`config.mk`:
```
export PLATFORM = sky130hd
export DESIGN_NAME = hreq_gen
export DESIGN_NICKNAME = d
export VERILOG_FILES = /design/src/rtl/hreq_pkg.sv /design/src/rtl/hreq_cond.sv /design/src/rtl/hreq_pin.sv /design/src/rtl/hreq_strobe.sv /design/src/rtl/hreq_gen.sv
export SDC_FILE = /design/constraint.sdc
export NUM_CORES = 1
export LEC_CHECK = 0
export ABC_CLOCK_PERIOD_IN_PS = 1900
export BUFFER_PORTS_ARGS = -buffer_cell sky130_fd_sc_hd__clkbuf_2
export CORE_MARGIN = 2
export CORE_UTILIZATION = 41
export DETAILED_ROUTE_END_ITERATION = 8
export GPL_TIMING_DRIVEN = 0
export HOLD_SLACK_MARGIN = 0.08
export PLACE_DENSITY_LB_ADDON = 0.15
export SYNTH_ARGS = -nofsm -noshare
export SYNTH_HDL_FRONTEND = slang
export SYNTH_SLANG_ARGS = --single-unit
```
`constraint.sdc`:
```
create_clock -name clk -period 1.9 [get_ports clk]
set_clock_uncertainty 0.05 [all_clocks]
set_input_delay 0.285 -clock clk [delete_from_list [all_inputs] [get_ports clk]]
set_output_delay 0.285 -clock clk [all_outputs]
set_load 0.05 [all_outputs]
```
`src/rtl/hreq_pkg.sv`:
```
package hreq_pkg;
  typedef struct packed {
    logic dbl;
    logic dma;
    logic rx_en;
    logic tx_en;
    logic rx_pol;
    logic tx_pol;
    logic rx_od;
    logic tx_od;
  } hreq_cfg_t;

  typedef struct packed {
    logic o;
    logic oe;
  } hreq_pin_t;

  localparam int NUM_PINS = 2;
endpackage

```
`src/rtl/hreq_cond.sv`:
```
module hreq_cond #(
  parameter int DEPTH = 8,
  localparam int LW = $clog2(DEPTH + 1)
) (
  input  logic          dbl,
  input  logic          rx_en,
  input  logic          tx_en,
  input  logic          clr,
  input  logic [LW-1:0] out_level,
  input  logic [LW-1:0] in_level,
  output logic [1:0]    act
);
  logic rx_c;
  logic tx_c;

  // Level conditions: read side drops only on empty, write side only on full
  assign rx_c = rx_en && (out_level != '0);
  assign tx_c = tx_en && (in_level != LW'(DEPTH));

  always_comb begin
    act = 2'b00;
    if (!clr) begin
      act[0] = dbl ? rx_c : (rx_c || tx_c);
      act[1] = dbl && tx_c;
    end
  end
endmodule

```
`src/rtl/hreq_pin.sv`:
```
module hreq_pin
  import hreq_pkg::*;
(
  input  logic      clk,
  input  logic      rst,
  input  logic      used,
  input  logic      act,
  input  logic      pol,
  input  logic      od,
  output hreq_pin_t pin
);
  always_ff @(posedge clk) begin
    if (rst) begin
      pin <= '0;
    end else if (!used) begin
      pin <= '0;
    end else if (od) begin
      pin.o  <= pol;
      pin.oe <= act;
    end else begin
      pin.o  <= act ? pol : ~pol;
      pin.oe <= 1'b1;
    end
  end
endmodule

```
`src/rtl/hreq_strobe.sv`:
```
module hreq_strobe #(
  parameter int AW = 3,
  parameter int DATA_ADDR = 0
) (
  input  logic          clk,
  input  logic          rst,
  input  logic          dma,
  input  logic          host_cs,
  input  logic [AW-1:0] host_addr,
  input  logic          host_ack,
  input  logic          host_rd,
  input  logic          host_wr,
  output logic          pop_out,
  output logic          push_in
);
  logic qual;

  assign qual = dma ? host_ack : (host_cs && (host_addr == AW'(DATA_ADDR)));

  always_ff @(posedge clk) begin
    if (rst) begin
      pop_out <= 1'b0;
      push_in <= 1'b0;
    end else begin
      pop_out <= qual && host_rd;
      push_in <= qual && host_wr;
    end
  end
endmodule

```
`src/rtl/hreq_gen.sv`:
```
module hreq_gen
  import hreq_pkg::*;
#(
  parameter int DEPTH = 8,
  parameter int AW = 3,
  parameter int DATA_ADDR = 0,
  localparam int LW = $clog2(DEPTH + 1)
) (
  input  logic          clk,
  input  logic          rst,
  input  logic          cfg_double,
  input  logic          cfg_dma,
  input  logic          cfg_rx_en,
  input  logic          cfg_tx_en,
  input  logic          cfg_rx_pol,
  input  logic          cfg_tx_pol,
  input  logic          cfg_rx_od,
  input  logic          cfg_tx_od,
  input  logic [LW-1:0] out_level,
  input  logic [LW-1:0] in_level,
  input  logic          host_cs,
  input  logic [AW-1:0] host_addr,
  input  logic          host_ack,
  input  logic          host_rd,
  input  logic          host_wr,
  output logic          rreq_o,
  output logic          rreq_oe,
  output logic          treq_o,
  output logic          treq_oe,
  output logic          pop_out,
  output logic          push_in
);
  hreq_cfg_t cfg_now;
  hreq_cfg_t cfg_q;
  logic      cfg_chg;
  logic [NUM_PINS-1:0] act_v;
  logic [NUM_PINS-1:0] used_v;
  logic [NUM_PINS-1:0] pol_v;
  logic [NUM_PINS-1:0] od_v;
  hreq_pin_t pins [NUM_PINS];

  assign cfg_now = '{dbl: cfg_double, dma: cfg_dma, rx_en: cfg_rx_en,
                     tx_en: cfg_tx_en, rx_pol: cfg_rx_pol, tx_pol: cfg_tx_pol,
                     rx_od: cfg_rx_od, tx_od: cfg_tx_od};

  // Configuration tracked even in reset so that every change is seen once
  always_ff @(posedge clk) begin
    cfg_q <= cfg_now;
  end
  assign cfg_chg = (cfg_now != cfg_q);

  hreq_cond #(.DEPTH(DEPTH)) u_cond (
    .dbl      (cfg_double),
    .rx_en    (cfg_rx_en),
    .tx_en    (cfg_tx_en),
    .clr      (cfg_chg),
    .out_level(out_level),
    .in_level (in_level),
    .act      (act_v)
  );

  assign used_v = {cfg_double, 1'b1};
  assign pol_v  = {cfg_tx_pol, cfg_rx_pol};
  assign od_v   = {cfg_tx_od, cfg_rx_od};

  for (genvar g = 0; g < NUM_PINS; g++) begin : g_pin
    hreq_pin u_pin (
      .clk (clk),
      .rst (rst),
      .used(used_v[g]),
      .act (act_v[g]),
      .pol (pol_v[g]),
      .od  (od_v[g]),
      .pin (pins[g])
    );
  end

  assign rreq_o  = pins[0].o;
  assign rreq_oe = pins[0].oe;
  assign treq_o  = pins[1].o;
  assign treq_oe = pins[1].oe;

  hreq_strobe #(.AW(AW), .DATA_ADDR(DATA_ADDR)) u_strobe (
    .clk      (clk),
    .rst      (rst),
    .dma      (cfg_dma),
    .host_cs  (host_cs),
    .host_addr(host_addr),
    .host_ack (host_ack),
    .host_rd  (host_rd),
    .host_wr  (host_wr),
    .pop_out  (pop_out),
    .push_in  (push_in)
  );
endmodule

```
==> results of run 1 <==
cell usage after synthesis, types with 2 or more instances:
cell	number	share of area (%)
and2_1	2	2.2
nor2_1	2	1.3
nand3_1	2	1.7
or3_1	4	4.3
nor4_4	2	7.3
dfxtp_1	14	48
a21oi_1	4	3.5
o22ai_1	2	2.2
nand2_1	3	1.9
xor2_1	8	12
where the power goes:
part | internal (mW) | total (mW) | leakage (nW) | switching, mW
combinational | 0.0430 | 0.110 | 0.232 | 0.0671
sequential | 0.309 | 0.314 | 0.117 | 0.00474
clock | 0.0733 | 0.156 | 0.0138 | 0.0825
registers in the layout, indices dropped and copies added, names as in the netlist:
signal / cells
cfg_q: 8
g_pin.u_pin.pin: 4
u_strobe.pop_out: 1
u_strobe.push_in: 1
worst min path at each step:
stage	to	slack, ns	startpoint	cells past startpoint
3_5_place_dp	cfg_q[5]	0.38	cfg_rx_en	1
4_1_cts	cfg_q[5]	0.09	cfg_rx_en	1
3_3_place_gp	cfg_q[5]	0.38	cfg_rx_en	1
2_1_floorplan	cfg_q[0]	0.26	cfg_tx_od	0
6_report	cfg_q[5]	0.11	cfg_rx_en	1
5_1_grt	cfg_q[5]	0.09	cfg_rx_en	1
metrics by stage:
step,total power [mW],setup slack [ns],hold WS (ns),util [%]
2_1_floorplan,0.387,0.471,0.263,-
6_report,0.579,0.352,0.106,58.5
3_5_place_dp,0.432,0.206,0.384,56.8
4_1_cts,0.593,0.355,0.0933,58.5
3_3_place_gp,0.430,0.247,0.384,56.8
5_1_grt,0.619,0.250,0.0915,58.5
metal layers:
layer / part of all wire, % / vias up / wire length [um] / global-route usage (%)
met5: 0 / - / 0 / 0
met4: 0 / 0 / 0 / 5.81
li1: - / 262 / - / -
met1: 45 / 214 / 460 / 17.1
met2: 48 / 15 / 487 / 22.8
met3: 7.4 / 0 / 76 / 7.83
critical path, cell delays in order (launching register included):
cell	delay, ns
dfxtp_1	0.31
xor2_1	0.17
nor4_4	0.41
a21oi_1	0.11
or3_1	0.38
area by class of cell:
cell class                      instances  area [um^2]
Clock buffer                            3         22.5
Fill cell                             127          547
Multi-Input combinational cell         40          299
Sequential cell                        14          280
Tap cell                               15         18.8
Timing Repair Buffer                   30          150
logic make-up after synthesis:
logic type	synth area share, %
AOI/OAI and AO/OA	9.29
and+or+nand+nor	30.2
xor gates and xnor gates	12.1
DFF	48.4
==> qor.yml, run 1 <==
clocking:
  cts.reportedPaths.clkPinSlew_ns: 0.07
  post_cts_buffers: 0
  cts_buffer_depth: 2
  cts_tree: "done"
  hold_buffers: 0
  cts_buffers: 3
  cts.sinks: 14
  root_buffer: "clkbuf_4"
  clock_latency_ns: 0.27
  cts.repair.resized: 0
  h-tree-depth: 1
power:
  power_leakage_nw: 0.363
  ir_worst_vdd_uv: 387
  p_per_area_nw_per_um2: 752
sta:
  fin_crit_ns: 1.55
  clock.fmax_mhz: 646
  finalSetupTns_ns: 0
  setup_violations: 0
  drv_slew: 0
  worst_pin_slew_ns: 0.364
  rsz0062_at_grt: "false"
  relSlewSlack_pct: 75.6
  hold_viol_final: 0
  post-route-period-util_pct: 81.5
critical_path:
  worstPathMaxFanout: 6
  crit_end: "g_pin[0].u_pin.pin[1]"
  worstRegToRegCells: 4
  required_ns: 2.00
  cp.arrival_ns: 1.65
  regToRegEndpoint: "g_pin[0].u_pin.pin[1]"
  r2r_start: "cfg_q[6]"
  critPathKind: "flip-flop to flip-flop"
  r2r_slack_ns: 0.35
  cp-start-kind: "flip-flop"
  critical_path.startpoint: "cfg_q[6]"
  endpoint_kind: "flip-flop"
grt:
  grt_max_degree: 8
  grt-ovfl-total: 0
  antenna_found_initial: 0
  grtUsageTotal_pct: 14.8
  grt_pass1_vias: 489
  grt_pass1_wl_mm: 1.93
placement:
  finalWeightedCongestion: 0.725
  port_buffers: 30
  post-dp-hpwl_um: 856
  dp_cells: 99
  dpl_cell_area_um2: 748
floorplan:
  die_h_um: 41.6
  fp.coreArea_um2: 1320
  core.rowCount: 13
  initial_core_util_pct: 44.0
  dieArea_um2: 1730
  die_w_um: 41.6
  ios: 31
cells_and_area:
  layout-drive-gt1-share_pct: 42.5
  finalInstanceArea_um2: 771
  fin_cells: 102
  layout_commonest_cell: "clkbuf_2"
  nets: 114
  area_growth_pct: 33.0
  final_cell_mix: "30 x clkbuf_2, 14 x dfxtp_1, 8 x xor2_1"
  num_antenna_cells: 0
outcome:
  status: "completed"
routing:
  drtAntennaViolNets: 0
  post_drt_via_cell_ratio: 4.81
  vias: 491
  wirelength_mm: 1.02
  first_pass_iters: 3
  drc: 0
  drtIter0Drc: 7
  wire_per_inst_um: 10.0
logic_synthesis:
  synthArstFlopShare_pct: 0
  yosys_most_used_dff: "dfxtp_1"
  synth-edff-count: 0
  synth_cell_type_count: 21
  syn-num-nets: 79
  avgSynthCellArea_um2: 10.7
  syn-cell-area_um2: 579
  ys_warn_count: 0
  ys_seq_elements: 14
  syn_inst: 54
  yosysSeqAreaShare_pct: 48.4
run:
  maxCapViolations: 0
worst_hold_path:
  hold_path.class: "input pin to flip-flop"
(Power assumes the default switching activity.)
==> run 2: changes to the inputs <==
Settings changed: ABC_CLOCK_PERIOD_IN_PS 1900 to 1440.
Clock period 1.9 ns to 1.44 ns, I/O delays scaled along.
==> qor.yml, run 2 (synthesis gave the netlist of run 1 again) <==
cells_and_area:
  num_antenna_cells: 0  # unchanged
  utilization_pct: 71.6  # +13 points
  finalInstanceArea_um2: 943  # +22%
  largest_reg_flops: 8  # unchanged
  nets: 126  # +11%
  layout_commonest_cell: "clkbuf_2"
  final_cell_mix: "30 x clkbuf_2, 10 x dfxtp_1, 10 x dlygate4sd3_1"
  layout-drive-gt1-share_pct: 50.5  # +8.0 points
  top_register: "cfg_q"
  top_regs: "cfg_q: 8 flops, g_pin.u_pin.pin: 4 flops"
  area_growth_pct: 62.9
routing:
  wire_per_inst_um: 10.3  # +2.3%
  first_pass_iters: 2  # -1
  vias: 535  # +9.0%
  wirelength_mm: 1.17  # +14%
  drc: 0  # unchanged
  post_drt_via_cell_ratio: 4.69  # -2.5%
  drtAntennaViolNets: 0  # unchanged
  drtIter0Drc: 3  # -4
sta:
  worst_pin_slew_ns: 0.334  # -0.0301 ns
  drv_slew: 0  # unchanged
  setup_violations: 2  # +2
  fin_crit_ns: 1.50  # -0.0522 ns
  relSlewSlack_pct: 77.6  # +2.0 points
  hold_viol_final: 0  # unchanged
  finalSetupTns_ns: -0.0953  # -0.0953 ns
  clock.fmax_mhz: 669  # +3.5%
  post-route-period-util_pct: 104  # +22 points
  rsz0062_at_grt: "true"
  fin_ws_ns: -0.0555  # -0.408 ns
worst_hold_path:
  hold_path.class: "input pin to flip-flop"
  min-delay-start: "rst"
  hold_depth: 2  # +1
  hold_end: "g_pin[0].u_pin.pin[0]"
grt:
  antenna_found_initial: 0  # unchanged
  grt_max_degree: 8  # unchanged
  grt_pass1_vias: 559  # +14%
  grtUsageTotal_pct: 17.1  # +2.3 points
  grt-ovfl-total: 0  # unchanged
  grt_pass1_wl_mm: 2.24  # +16%
critical_path:
  cp-start-kind: "flip-flop"
  required_ns: 1.55  # -0.45 ns
  cp.arrival_ns: 1.60  # -0.05 ns
  critPathBufInv: 0  # unchanged
  cp_cell_sequence: "xor2_2, nor4_4, a21oi_1, or3_1"
  regToRegEndpoint: "g_pin[0].u_pin.pin[1]"
  slowest_stage: "nor4_4"
  worstRegToRegCells: 4  # unchanged
  endpoint_kind: "flip-flop"
  worstPathMaxFanout: 5  # -1
  critPathTopFamily: "simple AND/OR/NAND/NOR gates"
  r2r_slack_ns: -0.06  # -0.41 ns
  max_stage_delay_ns: 0.38  # -0.03 ns
  r2r_start: "cfg_q[7]"
  critPathKind: "flip-flop to flip-flop"
floorplan:
  initial_core_util_pct: 44.0  # unchanged
  core.rowCount: 13  # unchanged
  die_w_um: 41.6  # unchanged
  die_h_um: 41.6  # unchanged
  fp.coreArea_um2: 1320  # unchanged
  dieArea_um2: 1730  # unchanged
  ios: 31  # unchanged
clocking:
  cts_buffer_depth: 2  # unchanged
  clock_latency_ns: 0.27  # about the same
  h-tree-depth: 1  # unchanged
  cts_tree: "done"
  cts.sinks: 14  # unchanged
  root_buffer: "clkbuf_4"
  cts.reportedPaths.clkPinSlew_ns: 0.07  # about the same
  cts_buffers: 3  # unchanged
placement:
  pre_cts_ws_ns: -0.185  # -0.391 ns
  port_buffers: 30  # unchanged
  finalWeightedCongestion: 0.725  # unchanged
  post-dp-hpwl_um: 856  # unchanged
  dpl_cell_area_um2: 748  # unchanged
power:
  p_per_area_nw_per_um2: 857  # +14%
  power_leakage_nw: 0.425  # +17%
  p_total_uw: 808  # +40%
  ir_worst_vdd_uv: 553  # +43%
run:
  maxCapViolations: 0  # unchanged
outcome:
  violations: "negative setup slack"
  status: "complete, but fails checks"
-- run 2: area by class of cell --
type,instances,area (um^2)
Fill cell,101,374
Sequential cell,14,285
Tap cell,15,18.8
Clock buffer,3,22.5
Timing Repair Buffer,42,265
Multi-Input combinational cell,40,352
-- run 2: timing repair --
| action | CTS | global route |
|---|---|---|
| endpoints found under the hold margin | 10 | 0 |
| pin swaps | 5 | 5 |
| setup endpoints to repair | 2 | 3 |
| setup buffers | 2 | 0 |
| hold buffers | 10 | 0 |
| gates resized for setup | 8 | 3 |
-- run 2: through the flow --
stage,cells,hold WS (ns)
after CTS,114,0.120
final,114,0.132
after global placement,99,0.315
after detailed placement,99,0.315
after floorplan,54,0.194
after global routing,114,0.111
-- run 2: how the worst max path moves through the flow --
stage / cells after the start / endpoint / startpoint
after CTS: 4 / g_pin[0].u_pin.pin[1] / cfg_q[0]
final: 4 / g_pin[0].u_pin.pin[1] / cfg_q[7]
after floorplan: 4 / g_pin[0].u_pin.pin[1] / cfg_q[6]
after global routing: 4 / g_pin[0].u_pin.pin[1] / cfg_q[7]
after global placement: 5 / g_pin[0].u_pin.pin[1] / out_level[3]
after detailed placement: 5 / g_pin[0].u_pin.pin[1] / out_level[3]
-- run 2: worst register-to-register path: stages (launching register included) --
cell and delay, ns:
dfxtp_2 0.33, xor2_2 0.15, nor4_4 0.38, a21oi_1 0.12, or3_1 0.36
-- run 2: routing by layer --
layer | up-vias | routed length, um | GRT usage (%)
li1 | 281 | - | -
met1 | 237 | 510 | 19.8
met3 | 0 | 84 | 7.83
met5 | - | 0 | 0
met4 | 0 | 0 | 5.81
met2 | 17 | 575 | 27.8
-- run 2: report_power, final --
group / switching, mW / leakage, nW / internal (mW)
clock: 0.113 / 0.0138 / 0.0968
combinational: 0.0972 / 0.294 / 0.0834
sequential: 0.00981 / 0.117 / 0.409
==> run 3: changes to the inputs <==
Settings changed: CTS_CLUSTER_DIAMETER set to 80, HOLD_SLACK_MARGIN 0.08 to unset, SETUP_SLACK_MARGIN set to 0.15.
==> qor.yml, run 3 (synthesis gave the netlist of run 1 again) <==
run:
  maxCapViolations: 0  # unchanged
cells_and_area:
  utilization_pct: 61.7  # -9.9 points
  nets: 115  # -8.7%
  top_register: "cfg_q"
  num_antenna_cells: 0  # unchanged
  fin_cells: 104  # -8.8%
  largest_reg_flops: 8  # unchanged
  layout_commonest_cell: "clkbuf_2"
  n_fill_cell: 132  # +31%
  area_growth_pct: 40.4
  finalInstanceArea_um2: 813  # -14%
  layout-drive-gt1-share_pct: 49.4  # -1.1 points
  top_regs: "cfg_q: 8 flops, g_pin.u_pin.pin: 4 flops"
  final_cell_mix: "30 x clkbuf_2, 12 x dfxtp_1, 6 x xor2_1"
clocking:
  h-tree-depth: 1  # unchanged
  cts.sinks: 14  # unchanged
  hold_buffers: 0  # -10
  root_buffer: "clkbuf_4"
  cts_tree: "done"
  clock_latency_ns: 0.27  # about the same
  cts_buffers: 3  # unchanged
  cts.reportedPaths.clkPinSlew_ns: 0.09  # +0.02 ns
  cts_buffer_depth: 2  # unchanged
outcome:
  status: "complete, but fails checks"
  violations: "negative setup slack"
critical_path:
  cp.arrival_ns: 1.62  # +0.02 ns
  slowest_stage: "nor4_4"
  worstPathMaxFanout: 6  # +1
  critPathKind: "flip-flop to flip-flop"
  cp_cell_sequence: "xor2_1, nor4_4, a21oi_1, or3_1"
  cp-start-kind: "flip-flop"
  required_ns: 1.55  # about the same
  max_stage_delay_ns: 0.41  # +0.03 ns
  endpoint_kind: "flip-flop"
sta:
  fin_ws_ns: -0.0631  # -0.00754 ns
  hold_viol_final: 0  # unchanged
  worst_pin_slew_ns: 0.358  # +0.0245 ns
  clock.fmax_mhz: 665  # -0.50%
  fin_crit_ns: 1.50  # +0.00754 ns
  relSlewSlack_pct: 75.9  # -1.6 points
  drv_slew: 0  # unchanged
  finalSetupTns_ns: -0.124  # -0.0292 ns
  rsz0062_at_grt: "true"
  setup_violations: 2  # unchanged
  post-route-period-util_pct: 104  # +0.52 points
routing:
  vias: 514  # -3.9%
  post_drt_via_cell_ratio: 4.94  # +5.3%
  wire_per_inst_um: 11.4  # +11%
  drtIter0Drc: 9  # +6
  drtAntennaViolNets: 0  # unchanged
  first_pass_iters: 4  # +2
  drc: 0  # unchanged
  wirelength_mm: 1.19  # +1.3%
grt:
  grt_pass1_wl_mm: 2.04  # -8.9%
  antenna_found_initial: 0  # unchanged
  grt_max_degree: 9  # +1
  grt-ovfl-total: 0  # unchanged
  grtUsageTotal_pct: 15.6  # -1.5 points
  grt_pass1_vias: 480  # -14%
power:
  p_total_uw: 847  # +4.8%
  p_per_area_nw_per_um2: 1040  # +22%
  ir_worst_vdd_uv: 590  # +6.8%
  power_leakage_nw: 0.378  # -11%
floorplan:
  die_h_um: 41.6  # unchanged
  initial_core_util_pct: 44.0  # unchanged
  ios: 31  # unchanged
  fp.coreArea_um2: 1320  # unchanged
  core.rowCount: 13  # unchanged
  die_w_um: 41.6  # unchanged
  dieArea_um2: 1730  # unchanged
worst_hold_path:
  hold_path.class: "input pin to flip-flop"
placement:
  dp_cells: 99  # unchanged
  finalWeightedCongestion: 0.691  # -4.7%
  dpl_cell_area_um2: 757  # +1.2%
  port_buffers: 30  # unchanged
## run 3: what timing repair did
item                       4_1_cts  5_1_grt
setup endpoints to repair        2        4
pin swaps                        4        3
gates resized for setup          2        1
buffers inserted                 1        0
## run 3: layout make-up
| type | instances | area, um^2 | share of cell area (%) |
|---|---|---|---|
| Tap cell | 15 | 18.8 | 2.31 |
| Sequential cell | 14 | 283 | 34.8 |
| Timing Repair Buffer | 31 | 158 | 19.4 |
| Multi-Input combinational cell | 40 | 318 | 39.1 |
| Clock buffer | 4 | 36.3 | 4.46 |
## run 3: power by group
part	leakage (nW)	switching, mW	total [mW]	internal [mW]
Combinational	0.240	0.0919	0.152	0.0604
Clock	0.0210	0.126	0.279	0.154
Sequential	0.117	0.00731	0.415	0.408
Total	0.378	0.225	0.847	0.622
## run 3: stage by stage
stage / worst slack [ns] / hold slack, ns
6_report: -0.0631 / 0.0346
2_1_floorplan: 0.0394 / 0.194
5_1_grt: -0.125 / 0.0179
3_3_place_gp: -0.163 / 0.314
3_5_place_dp: -0.154 / 0.323
4_1_cts: -0.0697 / 0.0284
## run 3: worst max-delay path, delay by kind of cell (launching register included)
kind / cells / cell delay (ns)
and+or+nand+nor: 2 / 0.75
DFF: 1 / 0.31
xor gates and xnor gates: 1 / 0.16
AOI/OAI and AO/OA: 1 / 0.12
## run 3: final timing paths
| path | slack (ns) | startpoint | cells after the start | end |
|---|---|---|---|---|
| min | 0.03 | cfg_rx_en | 1 | cfg_q[5] |
| max reg2reg | -0.06 | cfg_q[2] | 4 | g_pin[0].u_pin.pin[1] |
| min reg2reg | 0.68 | cfg_q[6] | 4 | g_pin[1].u_pin.pin[0] |
| max | -0.06 | cfg_q[2] | 4 | g_pin[0].u_pin.pin[1] |
## run 3: metal layers
| layer | global-route usage [%] | routed length (um) | share of wire [%] | vias up |
|---|---|---|---|---|
| met5 | 0 | 0 | 0 | - |
| met2 | 26.6 | 623 | 53 | 22 |
| met4 | 9.68 | 15 | 1.3 | 0 |
| li1 | - | - | - | 264 |
| met3 | 4.35 | 80 | 6.7 | 2 |
| met1 | 16.9 | 466 | 39 | 226 |
